File: src/rtl/vcap_seq_pkg.sv
package vcap_seq_pkg;

    typedef enum logic [1:0] {
        SEL_F1  = 2'd0,
        SEL_F2  = 2'd1,
        SEL_FRM = 2'd2,
        SEL_ALT = 2'd3
    } sel_e;

    typedef enum logic [1:0] {
        RUN_CONT   = 2'd0,
        RUN_ACK    = 2'd1,
        RUN_SINGLE = 2'd2,
        RUN_ALT    = 2'd3
    } run_e;

    typedef enum logic [1:0] {
        ST_IDLE  = 2'd0,
        ST_ARMED = 2'd1,
        ST_CAPT  = 2'd2,
        ST_HALT  = 2'd3
    } st_e;

    localparam int unsigned NUM_DONE = 3;
    localparam int unsigned IDX_F1   = 0;
    localparam int unsigned IDX_F2   = 1;
    localparam int unsigned IDX_FRM  = 2;

    function automatic logic is_frame(sel_e s);
        return (s == SEL_FRM) || (s == SEL_ALT);
    endfunction

    function automatic logic field_selected(sel_e s, logic fid);
        if (s == SEL_F2) return fid;
        return !fid;
    endfunction

    function automatic logic [NUM_DONE-1:0] done_mask(sel_e s);
        logic [NUM_DONE-1:0] m;
        m = '0;
        case (s)
            SEL_F1:  m[IDX_F1]  = 1'b1;
            SEL_F2:  m[IDX_F2]  = 1'b1;
            default: m[IDX_FRM] = 1'b1;
        endcase
        return m;
    endfunction

endpackage

File: src/rtl/vcap_seq_window.sv
module vcap_seq_window
    import vcap_seq_pkg::*;
#(
    parameter int unsigned POS_W = 12
) (
    input  logic               clk,
    input  logic               rst,
    input  logic               field_start,
    input  logic               field_id,
    input  logic [POS_W-1:0]   h_pos,
    input  logic [POS_W-1:0]   v_pos,
    input  logic [2*POS_W-1:0] stop_size,
    input  sel_e               sel,
    input  logic               capturing,
    output logic               hit
);
    logic             cur_fld;
    logic             eff_fld;
    logic [POS_W-1:0] x_stop;
    logic [POS_W-1:0] y_stop;

    assign x_stop  = stop_size[POS_W-1:0];
    assign y_stop  = stop_size[2*POS_W-1:POS_W];
    assign eff_fld = field_start ? field_id : cur_fld;

    always_ff @(posedge clk) begin
        if (rst) begin
            cur_fld <= 1'b0;
        end else if (field_start) begin
            cur_fld <= field_id;
        end
    end

    always_comb begin
        hit = capturing && (h_pos == x_stop) && (v_pos == y_stop)
              && (!is_frame(sel) || eff_fld);
    end
endmodule

File: src/rtl/vcap_seq_fsm.sv
module vcap_seq_fsm
    import vcap_seq_pkg::*;
(
    input  logic clk,
    input  logic rst,
    input  logic cap_en,
    input  logic frame_start,
    input  logic field_start,
    input  logic field_id,
    input  sel_e sel,
    input  run_e run,
    input  logic hit,
    input  logic sel_flag,
    input  logic sel_clr,
    output logic capturing
);
    st_e  st_q, st_d;
    logic begin_ok;

    assign begin_ok  = field_start && field_selected(sel, field_id);
    assign capturing = (st_q == ST_CAPT);

    always_comb begin
        st_d = st_q;
        if (frame_start && !cap_en) begin
            st_d = ST_IDLE;
        end else begin
            case (st_q)
                ST_IDLE: begin
                    if (frame_start && cap_en)
                        st_d = begin_ok ? ST_CAPT : ST_ARMED;
                end
                ST_ARMED: begin
                    if (begin_ok) st_d = ST_CAPT;
                end
                ST_CAPT: begin
                    if (hit) begin
                        case (run)
                            RUN_CONT: st_d = ST_ARMED;
                            RUN_ACK:  st_d = (sel_flag && !sel_clr) ? ST_HALT : ST_ARMED;
                            default:  st_d = ST_HALT;
                        endcase
                    end
                end
                default: begin
                    if (!sel_flag) st_d = ST_IDLE;
                end
            endcase
        end
    end

    always_ff @(posedge clk) begin
        if (rst) st_q <= ST_IDLE;
        else     st_q <= st_d;
    end
endmodule

File: src/rtl/vcap_seq_flags.sv
module vcap_seq_flags
    import vcap_seq_pkg::*;
(
    input  logic                clk,
    input  logic                rst,
    input  logic                hit,
    input  sel_e                sel,
    input  logic [NUM_DONE-1:0] clr,
    input  logic                clr_cmp,
    input  logic                irq_en,
    output logic [NUM_DONE-1:0] done,
    output logic                cmp_done,
    output logic                irq,
    output logic                sel_flag,
    output logic                sel_clr
);
    logic [NUM_DONE-1:0] mask;
    logic [NUM_DONE-1:0] set_v;

    assign mask  = done_mask(sel);
    assign set_v = hit ? mask : '0;

    for (genvar i = 0; i < NUM_DONE; i++) begin : g_flag
        always_ff @(posedge clk) begin
            if (rst) done[i] <= 1'b0;
            else     done[i] <= (done[i] & ~clr[i]) | set_v[i];
        end
    end

    always_ff @(posedge clk) begin
        if (rst) cmp_done <= 1'b0;
        else     cmp_done <= (cmp_done & ~clr_cmp) | hit;
    end

    assign irq      = cmp_done & irq_en;
    assign sel_flag = |(done & mask);
    assign sel_clr  = |(clr & mask);
endmodule

File: src/rtl/vcap_frame_seq.sv
module vcap_frame_seq
    import vcap_seq_pkg::*;
#(
    parameter int unsigned POS_W = 12
) (
    input  logic               clk,
    input  logic               rst,
    input  logic               cap_en,
    input  logic               frame_start,
    input  logic               field_start,
    input  logic               field_id,
    input  logic [POS_W-1:0]   h_pos,
    input  logic [POS_W-1:0]   v_pos,
    input  logic [2*POS_W-1:0] stop_size,
    input  logic [1:0]         sel_mode,
    input  logic [1:0]         run_mode,
    input  logic               clr_f1,
    input  logic               clr_f2,
    input  logic               clr_frm,
    input  logic               clr_cmp,
    input  logic               irq_en,
    output logic               cap_active,
    output logic               f1_done,
    output logic               f2_done,
    output logic               frm_done,
    output logic               cmp_done,
    output logic               irq
);
    sel_e                sel;
    run_e                run;
    logic                hit;
    logic                capturing;
    logic                sel_flag;
    logic                sel_clr;
    logic [NUM_DONE-1:0] clr_v;
    logic [NUM_DONE-1:0] done_v;

    assign sel = sel_e'(sel_mode);
    assign run = run_e'(run_mode);

    always_comb begin
        clr_v          = '0;
        clr_v[IDX_F1]  = clr_f1;
        clr_v[IDX_F2]  = clr_f2;
        clr_v[IDX_FRM] = clr_frm;
    end

    vcap_seq_window #(.POS_W(POS_W)) win_i (
        .clk         (clk),
        .rst         (rst),
        .field_start (field_start),
        .field_id    (field_id),
        .h_pos       (h_pos),
        .v_pos       (v_pos),
        .stop_size   (stop_size),
        .sel         (sel),
        .capturing   (capturing),
        .hit         (hit)
    );

    vcap_seq_fsm fsm_i (
        .clk         (clk),
        .rst         (rst),
        .cap_en      (cap_en),
        .frame_start (frame_start),
        .field_start (field_start),
        .field_id    (field_id),
        .sel         (sel),
        .run         (run),
        .hit         (hit),
        .sel_flag    (sel_flag),
        .sel_clr     (sel_clr),
        .capturing   (capturing)
    );

    vcap_seq_flags flags_i (
        .clk      (clk),
        .rst      (rst),
        .hit      (hit),
        .sel      (sel),
        .clr      (clr_v),
        .clr_cmp  (clr_cmp),
        .irq_en   (irq_en),
        .done     (done_v),
        .cmp_done (cmp_done),
        .irq      (irq),
        .sel_flag (sel_flag),
        .sel_clr  (sel_clr)
    );

    assign cap_active = capturing;
    assign f1_done    = done_v[IDX_F1];
    assign f2_done    = done_v[IDX_F2];
    assign frm_done   = done_v[IDX_FRM];
endmodule

File: config.mk
export PLATFORM = sky130hd
export DESIGN_NAME = vcap_frame_seq
export DESIGN_NICKNAME = d
export VERILOG_FILES = /design/src/rtl/vcap_seq_pkg.sv /design/src/rtl/vcap_seq_window.sv /design/src/rtl/vcap_seq_fsm.sv /design/src/rtl/vcap_seq_flags.sv /design/src/rtl/vcap_frame_seq.sv
export SDC_FILE = /design/constraint.sdc
export NUM_CORES = 1
export LEC_CHECK = 0
export ABC_AREA = 1
export BUFFER_PORTS_ARGS = -buffer_cell sky130_fd_sc_hd__buf_2
export CAP_MARGIN = 20
export CORE_ASPECT_RATIO = 0.8
export CORE_MARGIN = 10
export CORE_UTILIZATION = 41
export DETAILED_ROUTE_END_ITERATION = 16
export MAX_ROUTING_LAYER = met4
export PLACE_DENSITY = 0.87
export SYNTH_ARGS = -nofsm -noshare
export SYNTH_HDL_FRONTEND = slang
export SYNTH_SLANG_ARGS = --single-unit
export TNS_END_PERCENT = 50
File: constraint.sdc
create_clock -name clk -period 1.7 [get_ports clk]
set_input_delay 0.085 -clock clk [delete_from_list [all_inputs] [get_ports clk]]
set_output_delay 0.085 -clock clk [all_outputs]
set_load 0.03 [all_outputs]
* Word level (Yosys, flattened, before mapping)
Cells that the tools add are included. Widths: inputs -> output; s select.
Storage, ports and cells: bits in read-only memories 0, input port bits 63, memories kept 0, bits in registers 7, bits in latches 0, logic and storage cells 69, memory bits (writable) 0
Cells by class: $add $sub $neg 0, reduce and logical (&&, ||, !) cells 21, div/mod/pow operators 0, bitwise gates (word level) 15, shift operators 0, muxes and demuxes 15, eq/ne operators 12, order comparisons 0, $mul 0
Operators with widths (count):
- $eq 12x12->1 | 2
- $mux 2 | 6
- $logic_and 1x1->1 | 7
- $and 3x3->3 | 2
- $eq 2x1->1 const B | 3
- $eq 2x2->1 const B | 3
- $logic_not 2->1 | 3
- $mux 1 | 6
- $ne 2x1->1 const B | 3
- $pmux 2 s3 | 1
- $reduce_or 3->1 | 2
- $and 1x1->1 | 5
- $logic_not 1->1 | 4
- $ne 4x4->1 const B | 1
- $not 1->1 | 4
- $or 1x1->1 | 4
- $pmux 2 s2 | 1
- $reduce_and 4->1 | 1
- $reduce_or 2->1 | 2
- $mux 3 | 1
- $logic_or 1x1->1 | 2

* Logic depth before layout (Yosys ltp)
depth after elaboration 11, depth in mapped cells 11

* Hierarchy
Synthesis repeated with hierarchy kept, for this count alone.
Second synthesis, totals: cells, all modules 191, area total of the unflattened synthesis 923.4 um2
Modules (own cells, without submodules):
- vcap_seq_window | cells an instance 123, area an instance 515.5 um2, instances 1, sequential area each 20.0 um2
- vcap_seq_fsm | cells an instance 37, area an instance 209.0 um2, instances 1, sequential area each 40.0 um2
- vcap_seq_flags | cells an instance 31, area an instance 198.9 um2, instances 1, sequential area each 80.1 um2

* Worst setup path after synthesis
Ideal clock, no wire load.
path kind reg-to-reg, start register fsm_i.st_q[1], end register fsm_i.st_q[1], arrival time 1375 ps, cell stages (with the launch flop) 12, clock period less this slack 1484 ps, library setup time 109 ps, path slack 216 ps, cell sequence dfxtp_1 > inv_2 > nor2_2 > nand2_1 > nor2_1 > nand2_1 > nor2_2 > nand2_2 > o21bai_2 > nand3_1 > nand2_1 > inv_1
On the way: longest elaborated chain between the ends 6, elaborated cells on any way between the ends 12
RTL lines:
- start: declaration | line vcap_seq_fsm.sv:17 | st_e st_q, st_d;
- start signal: assignment | line vcap_seq_fsm.sv:54 | else st_q <= st_d;
- $eq 2x2->1 * | line vcap_seq_fsm.sv:21 | assign capturing = (st_q == ST_CAPT);
- named net cap_active | line vcap_frame_seq.sv:22 | output logic cap_active,
- $logic_and 1x1->1 (2 in series) | line vcap_seq_window.sv:35 | hit = capturing && (h_pos == x_stop) && (v_pos == y_stop)
- $logic_and 1x1->1 | line vcap_seq_window.sv:36 | && (!is_frame(sel) || eff_fld);
- $ne 2x1->1 (no line)
- $reduce_and 4->1 (no line)
The timed path passes the listed nets; every way through them passes the cells marked *. A chain may end at the register's enable or synchronous reset.

* Worst setup path after layout
start register fsm_i.st_q[1], end register fsm_i.st_q[1]
On the way: longest elaborated chain between the ends 6, elaborated cells on any way between the ends 12
RTL lines (line):
- $eq 2x2->1 | vcap_seq_fsm.sv:21, vcap_seq_fsm.sv:28
- $logic_and 1x1->1 (2 in series) | vcap_seq_window.sv:35
- $logic_and 1x1->1 | vcap_seq_window.sv:36
- $ne 2x1->1 (no line)
- $reduce_and 4->1 (no line)
Parallel ways exist; a longest one is shown, timed or not.

==> metrics list <==
- Among cell families on the critical path, the largest total delay comes from simple AND/OR/NAND/NOR gates.
- Antenna diode count: 0
- In this run the critical register-to-register path is launched from fsm_i.st_q[1].
- Yosys instantiated no cell more often than sky130_fd_sc_hd__nand2_1.
* Start point of the worst hold path: clr_cmp
- Setup violations remaining at the end of the flow were counted as 0.
- Number of DRC violations after detailed routing: 0
- The initial antenna violation count came to 0.
* Core utilization of the finished layout: about three fifths
* Total routing usage reported by global routing: 12.64%
- The first routing iteration left 27 violations.
- Power density relative to cell area: 448.9 nW/um^2
* Avg Synthesized Cell Area: 4.694 sq um
* Hold slack: ~72 ps
- The congestion estimate from routability-driven global placement came to ~0.87.
- Outcome: completed
* Die Span X: roughly 74 microns
- Worst reg2reg path depth: 11
- Required time of the worst setup path: 1860 ps
- In this run the critical register-to-register path is captured at fsm_i.st_q[1].
- Count of hold buffers inserted by post-cts repair: 0
- Via Count: 1,290
- Std cell rows: 15
- Layout-stage area growth over the synthesis result: 41.35%
* Tightest Pin Transition: 214.0 ps
- From bottom edge to top edge, the die measures 63.33 microns.
- For this run, the top clock speed supported by timing is 0.7423 GHz.
- Counting both buffers and inverters, the worst setup path holds a total of 2.
- TritonCTS sink count: 7
* Layout cell share with drive strength beyond 1: a little under a third
* Post-route fraction of the period consumed by the critical path: 79.25%
- Counting distinct cell types in the post-synthesis netlist gives 17.
- Dividing the detail-routed via count by the number of cells gives 4.272.
- Detail-routed net length per standard cell: 9.738 microns
* Clock buffers created by TritonCTS: 3
* Cell chosen for the clock root: sky130_fd_sc_hd__clkbuf_4
* Warnings from Yosys: 0
- Measured against its own limit, the worst slew margin works out to 85.68%.
- Data arrival time at the worst-slack endpoint: 1500 ps
- Counting stages on the worst path, the most repeated cell is sky130_fd_sc_hd__nand2_1.
- For this run, the post-layout net count is 341.
- For this run the aggregate overflow at the end of global routing stands at 0.
* Most common flop cell mapped by yosys: sky130_fd_sc_hd__dfxtp_1
* Largest buffer count on any clock path: 2
- Synthesis produced a netlist whose cell count is 205.
* Final standard cell area without fillers: 1360 sq um
- The worst-case IR drop observed on VDD is about 0.36 mV.
- Number of global-route vias before repair: 1,153
- Biggest fanout along the worst timing path: 4
- FILL cells: 245
* Worst hold path cell count: 4
- Netlist Area Pre-Place: 962.2 sq um
- The largest individual stage delay along the critical path comes from the cell sky130_fd_sc_hd__dfxtp_1.
- Full die area: 4697 sq um
* Max cap viols: 0
* Clk_lat worst skew: 260 ps
* Initial Util: 43.82%
* Top cells by count, synth: sky130_fd_sc_hd__nand2_1 (93), sky130_fd_sc_hd__inv_1 (54), sky130_fd_sc_hd__nor2_1 (15)
- In the synthesized netlist the async set-or-reset flop fraction comes to 0%.
- Setup repair after global routing left no endpoint under its margin.
- For this run, the detailed router's first-pass iteration total came to 4.
- Ranked by total cell area, the synthesized netlist is headed by sky130_fd_sc_hd__nand2_1 (36%), sky130_fd_sc_hd__inv_1 (21%), sky130_fd_sc_hd__dfxtp_1 (15%), sky130_fd_sc_hd__nor2_1 (5.9%), sky130_fd_sc_hd__nand3_1 (4.7%).
- Entering global routing, the biggest net connects 8 pins.
- Port buffering added 68 buffers.
- On the worst path, the slowest cell contributes a delay of 370 ps.
- Post-placement cell area: 1334 sq um
* Clock tree from TritonCTS: yes
* Nets in the synthesized netlist: 268
- Final HPWL from detailed placement: 2593 microns
- Global-route wire length before repair: 4795 microns
- Hold worst-path end: flags_i.cmp_done
* Leakage power of the design: 0.9634 nW
- Number of cells upsized or downsized after cts: 0
- In this run the number of H-tree levels came out at 1.
- In the final layout, the multi-input gates occupy just over 600 sq um.
- Detailed-route wire length: approximately 2900 microns
- R2r setup slk: 350 ps
- The final hold violation count came to 0.
- Worst Setup SP: fsm_i.st_q[1]
* Post-synth EDFFs: 0
- For the final database, setup skew stands at 3.247 ps.
- The worst setup path is launched from a flip-flop.
* Crit path depth: 11
- Nature of the critical path endpoint: flip-flop
* Buffers inserted during post-CTS setup optimization: 0
- Number of nets with antenna violations after detailed routing: 0
* Post-synthesis cell type with the largest combined area: sky130_fd_sc_hd__nand2_1
* Sequential cell area: about 140 sq um
* Setup tns final: 0 ps
* Portion of synthesized cell area occupied by the leading cell type: between 30% and 40%
- Worst Hold Class: primary input to flip-flop
- Area of the core: 2196 sq um
* Count of pins on the block boundary: 69
* Final period demand of the worst path: 1347 ps
- Seq/Total Area, Yosys: 14.56%
- Path type of the worst setup path: flip-flop to flip-flop
- Clock-pin slew of the registers on the worst-case setup and hold paths: about 50 ps
* CP Cell Sequence: inv_2 > nor2_2 > nand2_1 > nor2_1 > nand2_1 > nor2_2 > nand2_2 > o21bai_2 > nand3_1 > nand2_1 > inv_1
- Counting flops and latches in the post-synthesis netlist gives 7.
- Pins over their slew limit: 0
[routing by layer]
layer	vias to the layer above	routed length, microns	track usage (%)
met5	-	0	-
met4	0	10	2.093
met3	2	309	4.538
met2	41	1343	20.74
met1	517	1277	14.49
li1	730	-	-
[logic make-up after synthesis]
logic type	count (synthesis)	share of synthesized area, %
flops	7	14.56
xor+xnor	3	2.731
buf+inv	58	22.63
simple gates	123	50.71
compound gates	14	9.362
[final cells by class]
cell class / count / share of cell area [%]
clock buffer: 4 / 1.932
inverter: 58 / 16.01
multi-input combinational: 140 / 44.43
sequential: 7 / 10.30
tap: 25 / 2.300
timing repair buffer: 68 / 25.02
[state kept, by name, summed over array words and instances (netlist names)]
| name | count |
|---|---|
| win_i.cur_fld | 1 |
| flags_i.done | 3 |
| flags_i.cmp_done | 1 |
| fsm_i.st_q | 2 |
[placed cells by master (no fill, tap or decap), types with 3 or more instances in the layout]
master / instances
sky130_fd_sc_hd__nand2_1: 93
sky130_fd_sc_hd__buf_2: 68
sky130_fd_sc_hd__inv_1: 54
sky130_fd_sc_hd__nor2_1: 15
sky130_fd_sc_hd__nand3_1: 9
sky130_fd_sc_hd__a21oi_1: 7
sky130_fd_sc_hd__dfxtp_1: 7
sky130_fd_sc_hd__inv_2: 4
sky130_fd_sc_hd__nor2_2: 4
sky130_fd_sc_hd__clkbuf_4: 3
[worst min-delay path, delay by kind of cell]
family,cells,cell delay (ps)
compound gates,1,50
simple gates,1,40
buf+inv,2,100
[stage by stage]
stage | instances | setup WS (ps) | total power [mW]
global route | 302 | 158.2 | 0.6812
floorplan | 205 | 216.1 | 0.3460
detailed placement | 298 | 344.2 | 0.4578
finish | 302 | 352.8 | 0.6105
CTS | 302 | 339.6 | 0.6196
global placement | 298 | 410.8 | 0.4527
[power by group]
part,total [mW],internal (mW),switching [mW],leakage (nW)
clock,0.155,0.0899,0.0656,0.0150
sequential,0.183,0.174,0.00964,0.0569
combinational,0.272,0.125,0.147,0.892
[worst max path at each step]
| stage | end |
|---|---|
| finish | fsm_i.st_q[1] |
| global route | fsm_i.st_q[1] |
| global placement | fsm_i.st_q[1] |
| CTS | fsm_i.st_q[1] |
| detailed placement | fsm_i.st_q[1] |
| floorplan | fsm_i.st_q[1] |
(Power assumes the default switching activity.)
